--- src/rtl/tmu_pkg.sv ---
package tmu_pkg;
    localparam int DATA_W       = 32;
    localparam int ADDR_W       = 6;
    localparam int WINDOW_BYTES = 'h30;
    localparam int RUN_BYTE     = 'h04;
    localparam int CH_FIRST     = 'h08;
    localparam int CH_STRIDE    = 'h0C;
    localparam int CH_WORDS     = 3;
    localparam int SEL_W        = 3;
    localparam int SEL_MAX      = 4;
    localparam int CTL_IE_BIT   = 5;
    localparam int CTL_FLAG_BIT = 8;

    typedef enum logic [1:0] {
        TGT_NONE,
        TGT_OUTCTL,
        TGT_RUN,
        TGT_CHAN
    } target_e;

    typedef enum logic [1:0] {
        CREG_RELOAD,
        CREG_COUNT,
        CREG_CTRL,
        CREG_NONE
    } chreg_e;

    function automatic int chan_base(input int idx);
        return CH_FIRST + CH_STRIDE * idx;
    endfunction
endpackage

--- src/rtl/tmu_decode.sv ---
module tmu_decode
    import tmu_pkg::*;
#(
    parameter int NCH     = 3,
    parameter bit HAS_OUT = 1'b1
) (
    input  logic [ADDR_W-1:0] addr,
    output target_e           target,
    output logic [1:0]        chan,
    output chreg_e            creg
);
    always_comb begin
        target = TGT_NONE;
        chan   = '0;
        creg   = CREG_NONE;
        if (HAS_OUT && int'(addr) < RUN_BYTE) begin
            target = TGT_OUTCTL;
        end else if (int'(addr) >= RUN_BYTE && int'(addr) < CH_FIRST) begin
            target = TGT_RUN;
        end
        for (int i = 0; i < NCH; i++) begin
            if (int'(addr) >= chan_base(i) &&
                int'(addr) < chan_base(i) + 4 * CH_WORDS &&
                int'(addr) < WINDOW_BYTES) begin
                target = TGT_CHAN;
                chan   = 2'(i);
                creg   = chreg_e'(2'((int'(addr) - chan_base(i)) >> 2));
            end
        end
    end
endmodule

--- src/rtl/tmu_prescaler.sv ---
module tmu_prescaler
    import tmu_pkg::*;
#(
    parameter int BASE_LOG2 = 2,
    parameter int STEP_LOG2 = 2
) (
    input  logic             clk,
    input  logic             rst_n,
    input  logic             run,
    input  logic             restart,
    input  logic [SEL_W-1:0] sel,
    output logic             tick
);
    localparam int PRE_W = BASE_LOG2 + STEP_LOG2 * SEL_MAX;

    logic [PRE_W-1:0] phase_d, phase_q;
    logic [PRE_W-1:0] limit;
    int               sel_c;

    always_comb begin
        sel_c = (int'(sel) > SEL_MAX) ? SEL_MAX : int'(sel);
        limit = PRE_W'((1 << (BASE_LOG2 + STEP_LOG2 * sel_c)) - 1);
        tick  = run && (phase_q >= limit);
        phase_d = phase_q;
        if (restart || tick) begin
            phase_d = '0;
        end else if (run) begin
            phase_d = phase_q + PRE_W'(1);
        end
    end

    always_ff @(posedge clk) begin
        if (!rst_n) phase_q <= '0;
        else        phase_q <= phase_d;
    end
endmodule

--- src/rtl/tmu_channel.sv ---
module tmu_channel
    import tmu_pkg::*;
#(
    parameter int BASE_LOG2 = 2,
    parameter int STEP_LOG2 = 2
) (
    input  logic              clk,
    input  logic              rst_n,
    input  logic              run,
    input  logic              wr_en,
    input  chreg_e            creg,
    input  logic [DATA_W-1:0] wdata,
    output logic [DATA_W-1:0] rd_data,
    output logic [DATA_W-1:0] count,
    output logic              irq,
    output logic              cfg_err
);
    typedef struct packed {
        logic [DATA_W-1:0] reload;
        logic [DATA_W-1:0] count;
        logic [SEL_W-1:0]  sel;
        logic              ie;
        logic              flag;
    } ch_state_t;

    ch_state_t s_d, s_q;
    logic      tick;
    logic      ctl_wr;
    logic      sel_ok;

    assign ctl_wr = wr_en && (creg == CREG_CTRL);
    assign sel_ok = int'(wdata[SEL_W-1:0]) <= SEL_MAX;

    tmu_prescaler #(
        .BASE_LOG2 (BASE_LOG2),
        .STEP_LOG2 (STEP_LOG2)
    ) u_pre (
        .clk     (clk),
        .rst_n   (rst_n),
        .run     (run),
        .restart (ctl_wr && sel_ok),
        .sel     (s_q.sel),
        .tick    (tick)
    );

    always_comb begin
        s_d = s_q;
        if (tick) begin
            if (s_q.count == '0) begin
                s_d.count = s_q.reload;
                s_d.flag  = 1'b1;
            end else begin
                s_d.count = s_q.count - DATA_W'(1);
            end
        end
        if (wr_en) begin
            case (creg)
                CREG_RELOAD: s_d.reload = wdata;
                CREG_COUNT:  s_d.count  = wdata;
                CREG_CTRL: begin
                    if (sel_ok) begin
                        s_d.sel = wdata[SEL_W-1:0];
                        s_d.ie  = wdata[CTL_IE_BIT];
                        if (!wdata[CTL_FLAG_BIT]) s_d.flag = 1'b0;
                    end
                end
                default: ;
            endcase
        end
    end

    always_comb begin
        rd_data = '0;
        case (creg)
            CREG_RELOAD: rd_data = s_q.reload;
            CREG_COUNT:  rd_data = s_q.count;
            CREG_CTRL: begin
                rd_data[SEL_W-1:0]    = s_q.sel;
                rd_data[CTL_IE_BIT]   = s_q.ie;
                rd_data[CTL_FLAG_BIT] = s_q.flag;
            end
            default: rd_data = '0;
        endcase
    end

    assign count   = s_q.count;
    assign irq     = s_q.flag && s_q.ie;
    assign cfg_err = ctl_wr && !sel_ok;

    always_ff @(posedge clk) begin
        if (!rst_n) begin
            s_q.reload <= '1;
            s_q.count  <= '1;
            s_q.sel    <= '0;
            s_q.ie     <= 1'b0;
            s_q.flag   <= 1'b0;
        end else begin
            s_q <= s_d;
        end
    end
endmodule

--- src/rtl/tmu_unit.sv ---
module tmu_unit
    import tmu_pkg::*;
#(
    parameter bit THREE_CH  = 1'b1,
    parameter int BASE_LOG2 = 2,
    parameter int STEP_LOG2 = 2,
    localparam int NCH      = THREE_CH ? 3 : 2
) (
    input  logic              clk,
    input  logic              rst_n,
    input  logic              wr_en,
    input  logic              rd_en,
    input  logic [ADDR_W-1:0] addr,
    input  logic [DATA_W-1:0] wdata,
    output logic [DATA_W-1:0] rdata,
    output logic              err,
    output logic [NCH-1:0]    irq
);
    typedef struct packed {
        logic [DATA_W-1:0] run;
        logic              outctl;
        logic              err;
        logic [DATA_W-1:0] rdata;
    } top_state_t;

    top_state_t st_d, st_q;

    target_e dec_target;
    logic [1:0] dec_chan;
    chreg_e dec_creg;

    logic [NCH-1:0][DATA_W-1:0] ch_rd;
    logic [NCH-1:0][DATA_W-1:0] ch_count;
    logic [NCH-1:0]             ch_cfg_err;
    logic [DATA_W-1:0]          run_bits;

    assign run_bits = st_q.run;

    tmu_decode #(
        .NCH     (NCH),
        .HAS_OUT (THREE_CH)
    ) u_dec (
        .addr   (addr),
        .target (dec_target),
        .chan   (dec_chan),
        .creg   (dec_creg)
    );

    for (genvar g = 0; g < NCH; g++) begin : g_ch
        tmu_channel #(
            .BASE_LOG2 (BASE_LOG2),
            .STEP_LOG2 (STEP_LOG2)
        ) u_ch (
            .clk     (clk),
            .rst_n   (rst_n),
            .run     (run_bits[g]),
            .wr_en   (wr_en && dec_target == TGT_CHAN && dec_chan == 2'(g)),
            .creg    (dec_creg),
            .wdata   (wdata),
            .rd_data (ch_rd[g]),
            .count   (ch_count[g]),
            .irq     (irq[g]),
            .cfg_err (ch_cfg_err[g])
        );
    end

    logic [DATA_W-1:0] read_val;
    logic              mapped;
    logic              bad_run_wr;

    always_comb begin
        read_val = '0;
        case (dec_target)
            TGT_OUTCTL: read_val = DATA_W'(st_q.outctl);
            TGT_RUN:    read_val = st_q.run;
            TGT_CHAN: begin
                for (int i = 0; i < NCH; i++) begin
                    if (dec_chan == 2'(i)) read_val = ch_rd[i];
                end
            end
            default: read_val = '0;
        endcase
    end

    always_comb begin
        mapped     = (dec_target != TGT_NONE) &&
                     !(dec_target == TGT_CHAN && dec_creg == CREG_NONE);
        bad_run_wr = wr_en && (dec_target == TGT_RUN) && !THREE_CH && wdata[2];

        st_d     = st_q;
        st_d.err = ((wr_en || rd_en) && !mapped) || (|ch_cfg_err) || bad_run_wr;
        if (rd_en) begin
            st_d.rdata = mapped ? read_val : '0;
        end
        if (wr_en) begin
            if (dec_target == TGT_OUTCTL) st_d.outctl = wdata[0];
            if (dec_target == TGT_RUN)    st_d.run    = wdata;
        end
    end

    always_ff @(posedge clk) begin
        if (!rst_n) begin
            st_q.run    <= '0;
            st_q.outctl <= 1'b0;
            st_q.err    <= 1'b0;
            st_q.rdata  <= '0;
        end else begin
            st_q <= st_d;
        end
    end

    assign rdata = st_q.rdata;
    assign err   = st_q.err;
endmodule

--- config.mk ---
export PLATFORM = sky130hd
export DESIGN_NAME = tmu_unit
export DESIGN_NICKNAME = d
export VERILOG_FILES = /design/src/rtl/tmu_pkg.sv /design/src/rtl/tmu_decode.sv /design/src/rtl/tmu_prescaler.sv /design/src/rtl/tmu_channel.sv /design/src/rtl/tmu_unit.sv
export SDC_FILE = /design/constraint.sdc
export NUM_CORES = 1
export LEC_CHECK = 0
export BUFFER_PORTS_ARGS = -buffer_cell sky130_fd_sc_hd__buf_2
export CAP_MARGIN = 5
export CORE_ASPECT_RATIO = 1.75
export CORE_MARGIN = 10
export CORE_UTILIZATION = 60
export DETAILED_ROUTE_END_ITERATION = 7
export PLACE_DENSITY_LB_ADDON = 0.12
export REMOVE_ABC_BUFFERS = 1
export SLEW_MARGIN = 10
export SYNTH_ARGS = -nofsm -noshare
export SYNTH_HDL_FRONTEND = slang
export SYNTH_HIERARCHICAL = 1
export SYNTH_SLANG_ARGS = --single-unit
--- constraint.sdc ---
create_clock -name clk -period 4.6 [get_ports clk]
set_input_delay 0.23 -clock clk [delete_from_list [all_inputs] [get_ports clk]]
set_output_delay 0.23 -clock clk [all_outputs]
set_load 0.05 [all_outputs]
* Yosys cells after proc, flatten, opt, wreduce, memory -nomap -nowiden *
Cells that the tools add are included.

cells by class
  muxes and demuxes = 63
  reduce and logical (&&, ||, !) cells = 55
  eq/ne operators = 8
  bitwise gates (word level) = 1
  order comparisons = 17
  add/sub/neg operators = 15
  div/mod/pow operators = 0
  multiply operators = 0
  shift operators = 3

operator list
  operator                                                              count
  32-bit two-way mux                                                    13
  23-bit one-hot mux with 2 select lines                                3
  37-bit two-way mux                                                    3
  32-bit zero test                                                      3
  32-bit one-hot mux with 3 select lines                                1
  32-bit by 1-bit subtractor with 32-bit output, second input constant  3
  10-bit by 1-bit adder with 10-bit output, second input constant       3
  10-bit >= comparator                                                  3
  5-bit two-way mux                                                     6
  1-bit by 5-bit << shifter with 10-bit output, first input constant    3
  10-bit by 2-bit subtractor with 10-bit output, second input constant  3
  1-bit logical AND                                                     29
  3-bit one-hot mux with 3 select lines                                 3
  2-bit one-hot mux with 2 select lines                                 6
  6-bit < comparator, second input constant                             3
  2-bit two-way mux                                                     9
  1-bit one-hot mux with 3 select lines                                 6
  2-bit by 4-bit adder with 5-bit output, first input constant          3
  2-bit == test, second input constant                                  5
  1-bit two-way mux                                                     10
  2-bit AND reduction                                                   5
  3-bit greater-than comparator, second input constant                  3
  3-bit two-way mux                                                     3
  3-bit AND reduction                                                   3
  19 further kinds                                                      30

word-level totals
  input bits = 42
  memories kept = 0
  register bits after elaboration = 303
  logic and storage cells = 184
  output and inout bits = 36
  bits in latches = 0
  bits in read-only memories = 0
  memory bits (writable) = 0

* Logic depth before layout (Yosys ltp) *
Gate-level depths: netlist (run 1).

  word-level depth = 14
  depth in mapped cells = 15
  depth with buffers taken out = 14

* Modules after synthesis *
Netlist (run 1), hierarchy kept.

by module, submodules not included
  module                                   times used  seq. area each (um^2)  cells an instance  area each (um^2)
  tmu_channel at g_ch[1].u_ch ...          2           1381.3                 607                4479.3
  tmu_channel at g_ch[0].u_ch              1           1381.3                 587                4468.0
  tmu_unit                                 1           1321.3                 515                4002.6
  tmu_prescaler at g_ch[1].u_ch.u_pre ...  2           200.2                  85                 785.8
  tmu_prescaler at g_ch[0].u_ch.u_pre      1           200.2                  86                 743.2
  tmu_decode                               1           0.0                    21                 163.9

* Least setup slack after synthesis (run 1) *
OpenSTA, ideal clock, no wires.

  path type = register to register
  start point = register, netlist name g_ch[0].u_ch/s_q[2]
  end point = register, netlist name g_ch[0].u_ch/count[23]
  setup time = 134 ps
  buffers on the path = 0
  arrival = 3290 ps
  stages on the path, launching flop included = 14
  path slack = 1177 ps
  period minus slack after synthesis = 3423 ps
  cells stage by stage = dfxtp_1 -> or3_1 -> ha_1 -> o21ai_0 -> ha_1 -> and4_1 -> o211ai_1 -> o22ai_1 -> clkinv_1 -> or4_1 -> nor4_1 -> mux2_2 -> a211oi_1 -> o21ai_1

between the ends
  longest elaborated chain between the ends = 10

RTL lines
  what                                             RTL line             RTL
  3-bit greater-than comparator                    tmu_prescaler.sv:21  sel_c = (int'(sel) > SEL_MAX) ? SEL_MAX : int'(sel);
  3-bit two-way mux *                              tmu_prescaler.sv:21
  2-bit by 4-bit adder with 5-bit output *         tmu_prescaler.sv:22  limit = PRE_W'((1 << (BASE_LOG2 + STEP_LOG2 * sel_c)) - 1);
  1-bit by 5-bit << shifter with 10-bit output *   tmu_prescaler.sv:22
  10-bit by 2-bit subtractor with 10-bit output *  tmu_prescaler.sv:22
  10-bit >= comparator *                           tmu_prescaler.sv:23  tick = run && (phase_q >= limit);
  1-bit logical AND *                              tmu_prescaler.sv:23
  via g_ch[0].u_ch.tick                            tmu_channel.sv:27    logic tick;
  32-bit two-way mux *                             tmu_channel.sv:48    if (tick) begin
  32-bit two-way mux                               tmu_channel.sv:57    case (creg)
  37-bit two-way mux *                             tmu_channel.sv:56    if (wr_en) begin

The timed path passes the listed nets; every way through them passes the cells marked *.
A chain may end at the register's enable or synchronous reset.

* Worst setup path after layout (run 1) *
  start point = register, netlist name g_ch[1].u_ch/s_q[3]
  end point = register, netlist name g_ch[1].u_ch/count[23]

between the ends
  longest elaborated chain between the ends = 10

RTL lines
  what                                             RTL line
  3-bit greater-than comparator                    tmu_prescaler.sv:21
  3-bit two-way mux *                              tmu_prescaler.sv:21
  2-bit by 4-bit adder with 5-bit output *         tmu_prescaler.sv:22
  1-bit by 5-bit << shifter with 10-bit output *   tmu_prescaler.sv:22
  10-bit by 2-bit subtractor with 10-bit output *  tmu_prescaler.sv:22
  10-bit >= comparator *                           tmu_prescaler.sv:23
  1-bit logical AND *                              tmu_prescaler.sv:23
  via g_ch[1].u_ch.tick                            tmu_channel.sv:27
  32-bit two-way mux *                             tmu_channel.sv:48
  32-bit two-way mux                               tmu_channel.sv:57
  37-bit two-way mux *                             tmu_channel.sv:56

Marked as above.

==> results of run 1 <==
sequential cells by signal, indices dropped and copies added (netlist names):
name and count:
err 1, g_ch.u_ch/count 96, g_ch.u_ch/s_q 111, g_ch.u_ch/u_pre/phase_q 30, rdata 32, run_bits 32
st_q 1
layout make-up:
type / count / area [um^2]
clock buffers: 39 / 865.8
clock inverters: 15 / 165.2
fillers: 2842 / 11060
inverters: 39 / 146.4
multi-input cells: 1938 / 11950
flip-flops and latches: 303 / 6066
well taps: 396 / 495.5
repair buffers: 128 / 779.5
through the flow:
stage	hold WS (ns)	cells	utilization, %	area [um^2]	TNS, ns
2_1_floorplan	0.3018	2280	-	18090	-1432.05
3_3_place_gp	0.4427	2802	61.57	19410	0
3_5_place_dp	0.4467	2802	61.57	19410	0
4_1_cts	0.001417	2858	64.91	20460	0
5_1_grt	0.02570	2858	64.91	20460	0
6_report	0.01399	2858	64.91	20460	0
per-layer routing:
layer	track usage, %	part of all wire (%)	wire, um
met1	38.01	37	25150
met5	0	0	0
met2	52.31	46	31400
met3	4.408	7.5	5072
met4	26.97	9.2	6254
path summary, 6_finish.rpt:
path                                               end  cells after the start                 from
worst min register to register            run_bits[29]                      2         run_bits[29]
worst max register to register  g_ch[1].u_ch/count[23]                     11  g_ch[1].u_ch/s_q[3]
worst max-delay path            g_ch[1].u_ch/count[23]                     11  g_ch[1].u_ch/s_q[3]
worst min-delay path                               err                      3                wr_en
power by group:
group          switching (mW)  internal (mW)  leakage (nW)  total, mW
registers               0.105           2.69          2.46       2.80
clock network            1.13           1.49         0.506       2.63
logic                   0.572          0.299          5.02      0.870
critical path, delay by kind of cell, from the launching register on:
family          cells  cell delay, ns
flops               1            0.38
simple gates        4            1.58
fa+ha+maj           2            0.37
compound gates      5            1.24
placed cells by master, fill, tap and decap left out, drive strengths merged, types with 11 or more instances in the layout:
cell / instances
nand2: 383
dfxtp: 303
nor2: 211
a21oi: 202
nand3: 141
buf: 126
o21ai: 123
mux2i: 108
nor3: 82
o211ai: 45
nor4: 45
ha: 43
nor2b: 43
a211oi: 40
inv: 39
clkbuf: 39
mux2: 38
nand2b: 36
xnor2: 33
and2: 29
and3: 29
a31oi: 28
or3: 28
nand4: 28
xor2: 25
o311ai: 19
or4: 16
o21a: 15
o31ai: 11
nor3b: 11
timing repair:
item | 4_1_cts | 5_1_grt
hold buffers | 2 | 0
setup endpoints to repair | 0 | 0
endpoints found under the hold margin | 2 | 0
==> results.yml, run 1 <==
status:
  outcome: "finished clean"
global_routing:
  overflow: 0
  grt_antenna_before_repair: 0
  grt_pass1_wl_mm: 105.1
  grt_pass1_vias: 18531
  grt.total_usage_pct: 32.72
  grt_max_degree: 94
critical_path:
  critPathLaunchType: "flip-flop"
  cp.required_ns: 5.11
  crit_slowest_cell: "nor4_1"
  worst-r2r-setup-slack_ns: 0.96
  critPathMaxFanout: 23
  path_common_cell: "ha_1"
  slowest_delay_ns: 0.82
  worstSetupEndpointType: "flip-flop"
  path_cells: "or3_1, ha_1, o21ai_0, ha_1, and4_1, o211ai_1, o22ai_4, nand3_1, nor4_1, a2111oi_0, a31oi_1"
  arrival_ns: 4.15
  critPathKind: "reg -> reg"
power:
  ir_drop_uv: 363.1
  power.density_nw_per_um2: 307.5
  leakagePower_nw: 7.978
  p_total_mw: 6.292
clock_tree:
  clk_path_buf_depth: 3
  cts_tree: "done"
  clk_pin_slew_ns: 0.07
  htreeDepth: 1
  cts_sinks: 303
  cts_resized: 0
  root_buffer: "clkbuf_16"
  clk_latency_ns: 0.60
  post_cts_buffers: 0
  cts_buffers: 30
detailed_routing:
  ant_nets: 0
  drc_errors: 0
  wl_per_cell_um: 23.75
  drt_wl_total_mm: 67.88
  drtIter0Drc: 1841
  drt-pass1-iter-count: 6
  viasPerCell: 6.632
  dr_total_vias: 18953
timing:
  fin_ws_ns: 0.9606
  fmax_mhz: 274.8
  rsz0062_at_grt: "no"
  worst_slew_pin_slew_ns: 1.288
  final.min_clock_period_ns: 3.639
  setup_viol: 0
  fin_worst_skew_ns: 0.02793
  slew_viol_final: 0
  max-slew-margin-rel_pct: 14.16
  fin_crit_sh_pct: 79.12
  finalHoldViolCount: 0
floorplanning:
  num_rows: 86
  die_w_um: 155.2
  boundaryPins: 78
  core_um2: 31530
  die_h_um: 256.6
  die_area_um2: 39810
  initial_utilization_pct: 60.86
logic_synthesis:
  yosysWarnings: 6
  synth_area_um2: 19190
  synthesis.instances: 2497
  synth.avg_cell_area_um2: 7.684
placed_design:
  hpwl_mm: 47.32
  dp_slack_ns: 0.6670
  place.gp.congestion: 0.9824
  portBuffers: 77
job:
  cap_viol_max_count: 0
cells_and_area:
  drive_gt1_share_pct: 12.14
  diodes: 0
  area_delta_synth_final_pct: 6.652
  nets: 2525
min_path:
  hp-class: "in -> reg"
Power figures use the tool's default switching activity.
==> run 2, diff against run 1 <==
clock period = 3.5 ns   (was 4.6 ns; I/O delays follow)
==> run 2 against run 1 <==
  * Cell count rose by 2.4%
  * Register-to-register slack got worse by 0.81 ns
  * Combinational power rose by 37%
  * Total power rose by 35%
  * Critical path type unchanged
  * Largest cell class unchanged
==> results.yml, run 2 (synthesized netlist as in run 1, its figures left out) <==
clock_tree:
  clk_path_buf_depth: 3
  cts_tree: "done"
  post_cts_buffers: 0
  cts_buffers: 30
  cts_sinks: 303
  root_buffer: "clkbuf_16"
  htreeDepth: 1
  clk_pin_slew_ns: 0.07
  clk_latency_ns: 0.58
critical_path:
  critPathKind: "reg -> reg"
  arrival_ns: 3.79
  worst-r2r-setup-slack_ns: 0.15
  critPathMaxFanout: 4
  ff2ff_path_depth: 13
  cp.required_ns: 3.94
  worstSetupEndpointType: "flip-flop"
  critPathLaunchType: "flip-flop"
cells_and_area:
  final-seq-area_um2: 6066
  nets: 2593
  fin_cells: 2927
  largest_reg_flops: 111
  design_area_um2: 21240
  diodes: 0
  layout_common_cells: "nand2_1 (383), dfxtp_1 (303), nor2_1 (209)"
  fillCellCount: 2725
  top_regs: "g_ch.u_ch/s_q (111), g_ch.u_ch/count (96)"
  drive_gt1_share_pct: 13.47
  regMostFlops: "g_ch.u_ch/s_q"
  final_common_cell: "nand2_1"
  final_util_pct: 67.38
  area_delta_synth_final_pct: 10.71
  multi_input_area_um2: 11960
power:
  leakagePower_nw: 8.362
  p_total_mw: 8.483
  ir_drop_uv: 444.4
  power.density_nw_per_um2: 399.3
global_routing:
  grt.total_usage_pct: 32.58
  grt_pass1_vias: 18623
  grt_pass1_wl_mm: 105.3
  grt_antenna_before_repair: 0
  overflow: 0
  grt_max_degree: 67
timing:
  fin_setup_tns_ns: 0
  fmax_mhz: 298.6
  finalHoldViolCount: 0
  max-slew-margin-rel_pct: 16.12
  setup_viol: 0
  final.min_clock_period_ns: 3.349
  slew_viol_final: 0
  fin_crit_sh_pct: 95.69
  fin_ws_ns: 0.1507
  fin_worst_skew_ns: 0.01285
  worst_hold_slack_ns: 0.03933
  worst_slew_pin_slew_ns: 1.258
job:
  cap_viol_max_count: 0
detailed_routing:
  viasPerCell: 6.560
  drt-pass1-iter-count: 6
  drt_wl_total_mm: 67.50
  drtIter0Drc: 2002
  wl_per_cell_um: 23.06
  drc_errors: 0
  dr_total_vias: 19201
  ant_nets: 0
floorplanning:
  num_rows: 86
  boundaryPins: 78
  core_um2: 31530
  die_h_um: 256.6
  die_w_um: 155.2
  initial_utilization_pct: 60.86
  die_area_um2: 39810
placed_design:
  dp_slack_ns: 0.006930
  dpl_cell_area_um2: 19850
  portBuffers: 77
  place_inst: 2843
  hpwl_mm: 47.87
  place.gp.congestion: 0.9849
status:
  outcome: "finished clean"
min_path:
  hold_depth: 3
  hp-class: "in -> reg"
==> run 2: changes by cell type in the layout (fill, tap and decap cells not counted), sizes merged <==
cell         delta
clkbuf          +1
inv             -1
dlygate4sd3    +27
clkinvlp        -1
clkinv          -1
buf            +41
bufinv          +3
==> run 2: final timing paths <==
kind,start,end
setup / recovery,g_ch[0].u_ch/s_q[2],g_ch[0].u_ch/count[23]
hold / removal,wdata[5],run_bits[5]
setup reg to reg,g_ch[0].u_ch/s_q[2],g_ch[0].u_ch/count[23]
hold reg to reg,run_bits[10],run_bits[10]
==> run 2: per-layer routing <==
metal | track usage [%] | vias up | wire length, um
met5 | 0 | - | 0
met4 | 27.57 | 0 | 6824
met3 | 4.257 | 285 | 4795
met2 | 52.17 | 910 | 30980
met1 | 37.57 | 9083 | 24900
li1 | - | 8923 | -
==> run 2: what timing repair did <==
item / CTS / global route
setup endpoints to repair: 0 / 1
hold endpoints to repair: 105 / 0
gates resized for setup: 0 / 2
hold buffers: 29 / 0
==> run 2: worst max-delay path: stages, from the launching register on <==
cell	delay, ns
dfxtp_1	0.31
or3_1	0.37
ha_1	0.21
o21ai_0	0.07
ha_1	0.15
and4_1	0.20
o211ai_1	0.15
o22ai_2	0.21
clkinv_1	0.14
or4_4	0.57
nor4_2	0.17
mux2_2	0.36
a211oi_1	0.21
o21ai_1	0.10
==> run 2: layout make-up <==
class,count,share of cell area (%)
Clock buffer,40,4.046
Inverter,39,0.6891
Sequential cell,303,28.55
Tap cell,396,2.332
Timing Repair Buffer,196,6.980
Clock inverter,15,1.119
Multi-Input combinational cell,1938,56.28
==> run 2: where the power goes <==
group / total (mW) / internal, mW / switching (mW) / leakage, nW
clock: 3.62 / 2.16 / 1.46 / 0.536
sequential: 3.67 / 3.54 / 0.135 / 2.46
combinational: 1.19 / 0.442 / 0.745 / 5.37
total: 8.48 / 6.14 / 2.34 / 8.36
==> run 3, diff against run 2 <==
CELL_PAD_IN_SITES_DETAIL_PLACEMENT = 1   (was unset)
CELL_PAD_IN_SITES_GLOBAL_PLACEMENT = 1   (was unset)
CORE_UTILIZATION = 47   (was 60)
==> run 3 against run 2 <==
  * Flip-flop and latch count did not move
  * Largest power group is now clock
  * Worst hold slack got worse by 0.022 ns
  * Critical endpoint unchanged
  * Wire length rose by 17%
  * Core utilization fell by 15 points
  * Sequential share of layout area rose by 0.061 points
  * Clock-buffer cell count rose by 8
==> results.yml, run 3 (synthesized netlist as in run 1, its figures left out) <==
timing:
  max-slew-margin-rel_pct: 18.51
  worst_slew_pin_slew_ns: 1.222
  rsz0062_at_grt: "no"
  fin_worst_skew_ns: 0.01758
  fmax_mhz: 295.7
  finalHoldViolCount: 0
  final.min_clock_period_ns: 3.382
  slew_viol_final: 0
  fin_crit_sh_pct: 96.63
  fin_ws_ns: 0.1179
  fin_setup_tns_ns: 0
  setup_viol: 0
cells_and_area:
  final_common_cell: "nand2_1"
  nets: 2578
  diodes: 0
  fin_cells: 3058
  area_delta_synth_final_pct: 10.48
  drive_gt1_share_pct: 14.12
  fillCellCount: 4986
  regMostFlops: "g_ch.u_ch/s_q"
  layout_common_cells: "nand2_1 (383), dfxtp_1 (303), nor2_1 (208)"
  largest_reg_flops: 111
  top_regs: "g_ch.u_ch/s_q (111), g_ch.u_ch/count (96)"
critical_path:
  worst-r2r-setup-slack_ns: 0.12
  worstSetupEndpointType: "flip-flop"
  path_cells: "or3_1, ha_1, o21ai_0, ha_1, and4_1, o211ai_1, o22ai_2, inv_2, or4_4, nor4_2, mux2_2, a211oi_1, o21ai_1"
  cp.required_ns: 3.92
  critPathKind: "reg -> reg"
  arrival_ns: 3.80
  path_delay_family: "simple AND/OR/NAND/NOR gates"
  crit_slowest_cell: "or4_4"
  critPathLaunchType: "flip-flop"
  critPathMaxFanout: 2
  slowest_delay_ns: 0.54
  cp.buffers_inverters: 1
  path_common_cell: "ha_1"
global_routing:
  grt_antenna_before_repair: 0
  grt.total_usage_pct: 30.73
  grt_pass1_wl_mm: 120.8
  grt_pass1_vias: 20022
  overflow: 0
  grt_max_degree: 66
floorplanning:
  die_area_um2: 49620
  die_w_um: 172.7
  initial_utilization_pct: 47.76
  boundaryPins: 78
  core_um2: 40170
  num_rows: 97
  die_h_um: 287.3
clock_tree:
  cts_buffers: 34
  clk_pin_slew_ns: 0.06
  cts_sinks: 303
  post_cts_buffers: 0
  clk_path_buf_depth: 3
  cts_tree: "done"
  cts_resized: 0
  root_buffer: "clkbuf_16"
  htreeDepth: 2
  clk_latency_ns: 0.55
  postCtsHoldBufs: 0
detailed_routing:
  drc_errors: 0
  ant_nets: 0
  wl_per_cell_um: 25.89
  viasPerCell: 6.341
  drt_wl_total_mm: 79.16
  drt-pass1-iter-count: 5
  dr_total_vias: 19390
  drtIter0Drc: 1514
job:
  cap_viol_max_count: 0
placed_design:
  place_inst: 3001
  place.gp.congestion: 1.001
  dp_slack_ns: 0.0004639
  hpwl_mm: 56.48
  portBuffers: 77
power:
  leakagePower_nw: 8.304
  ir_drop_uv: 337.9
  power.density_nw_per_um2: 408.6
status:
  outcome: "finished clean"
min_path:
  hp-class: "in -> reg"
==> run 3: changes by cell type in the layout (fill, tap and decap cells not counted) <==
cell	before	now
nor2_1	209	208
buf_12	10	7
clkbuf_8	5	9
inv_2	4	5
bufinv_16	6	2
dlygate4sd3_1	29	0
nor2_2	0	1
buf_4	80	93
inv_6	0	2
clkinv_4	2	0
clkinv_1	1	0
clkbuf_16	31	35
clkinvlp_4	2	0
==> run 3: metrics by stage <==
| stage | utilization [%] | hold slack (ns) | cell area (um^2) | total power [mW] |
|---|---|---|---|---|
| 2_1_floorplan | - | 0.2468 | 18090 | 4.465 |
| 3_3_place_gp | 49.95 | 0.4432 | 20070 | 4.927 |
| 4_1_cts | 52.74 | 0.007776 | 21190 | 8.687 |
| 6_report | 52.77 | 0.01694 | 21200 | 8.662 |
| 3_5_place_dp | 49.95 | 0.4508 | 20070 | 4.963 |
| 5_1_grt | 52.77 | 0.02767 | 21200 | 8.923 |
==> run 3: path summary, 6_finish.rpt <==
check / startpoint / end / depth (start not counted)
hold reg to reg: run_bits[6] / run_bits[6] / 2
hold / removal: rst_n / g_ch[2].u_ch/s_q[50] / 2
setup / recovery: g_ch[0].u_ch/s_q[2] / g_ch[0].u_ch/count[23] / 13
setup reg to reg: g_ch[0].u_ch/s_q[2] / g_ch[0].u_ch/count[23] / 13
==> run 3: final cells by class <==
class	instances	area (um^2)	share of cell area, %
multi-input cells	1938	11960	56.41
clock buffers	48	1015	4.787
repair buffers	177	1230	5.802
inverters	39	146.4	0.6906
flip-flops and latches	303	6066	28.62
well taps	544	680.7	3.211
clock inverters	9	102.6	0.4840
==> run 3: report_power, final <==
group / total (mW) / switching (mW) / internal (mW) / leakage (nW)
logic: 1.25 / 0.825 / 0.421 / 5.29
registers: 3.68 / 0.138 / 3.54 / 2.46
clock network: 3.74 / 1.57 / 2.17 / 0.558
==> run 3: metal layers <==
| layer | wire [um] | vias to the layer above | track usage [%] |
|---|---|---|---|
| li1 | - | 8880 | - |
| met3 | 3856 | 236 | 3.761 |
| met2 | 38620 | 634 | 53.16 |
| met1 | 30680 | 9640 | 34.69 |
| met4 | 5998 | 0 | 21.37 |
| met5 | 0 | - | 0 |
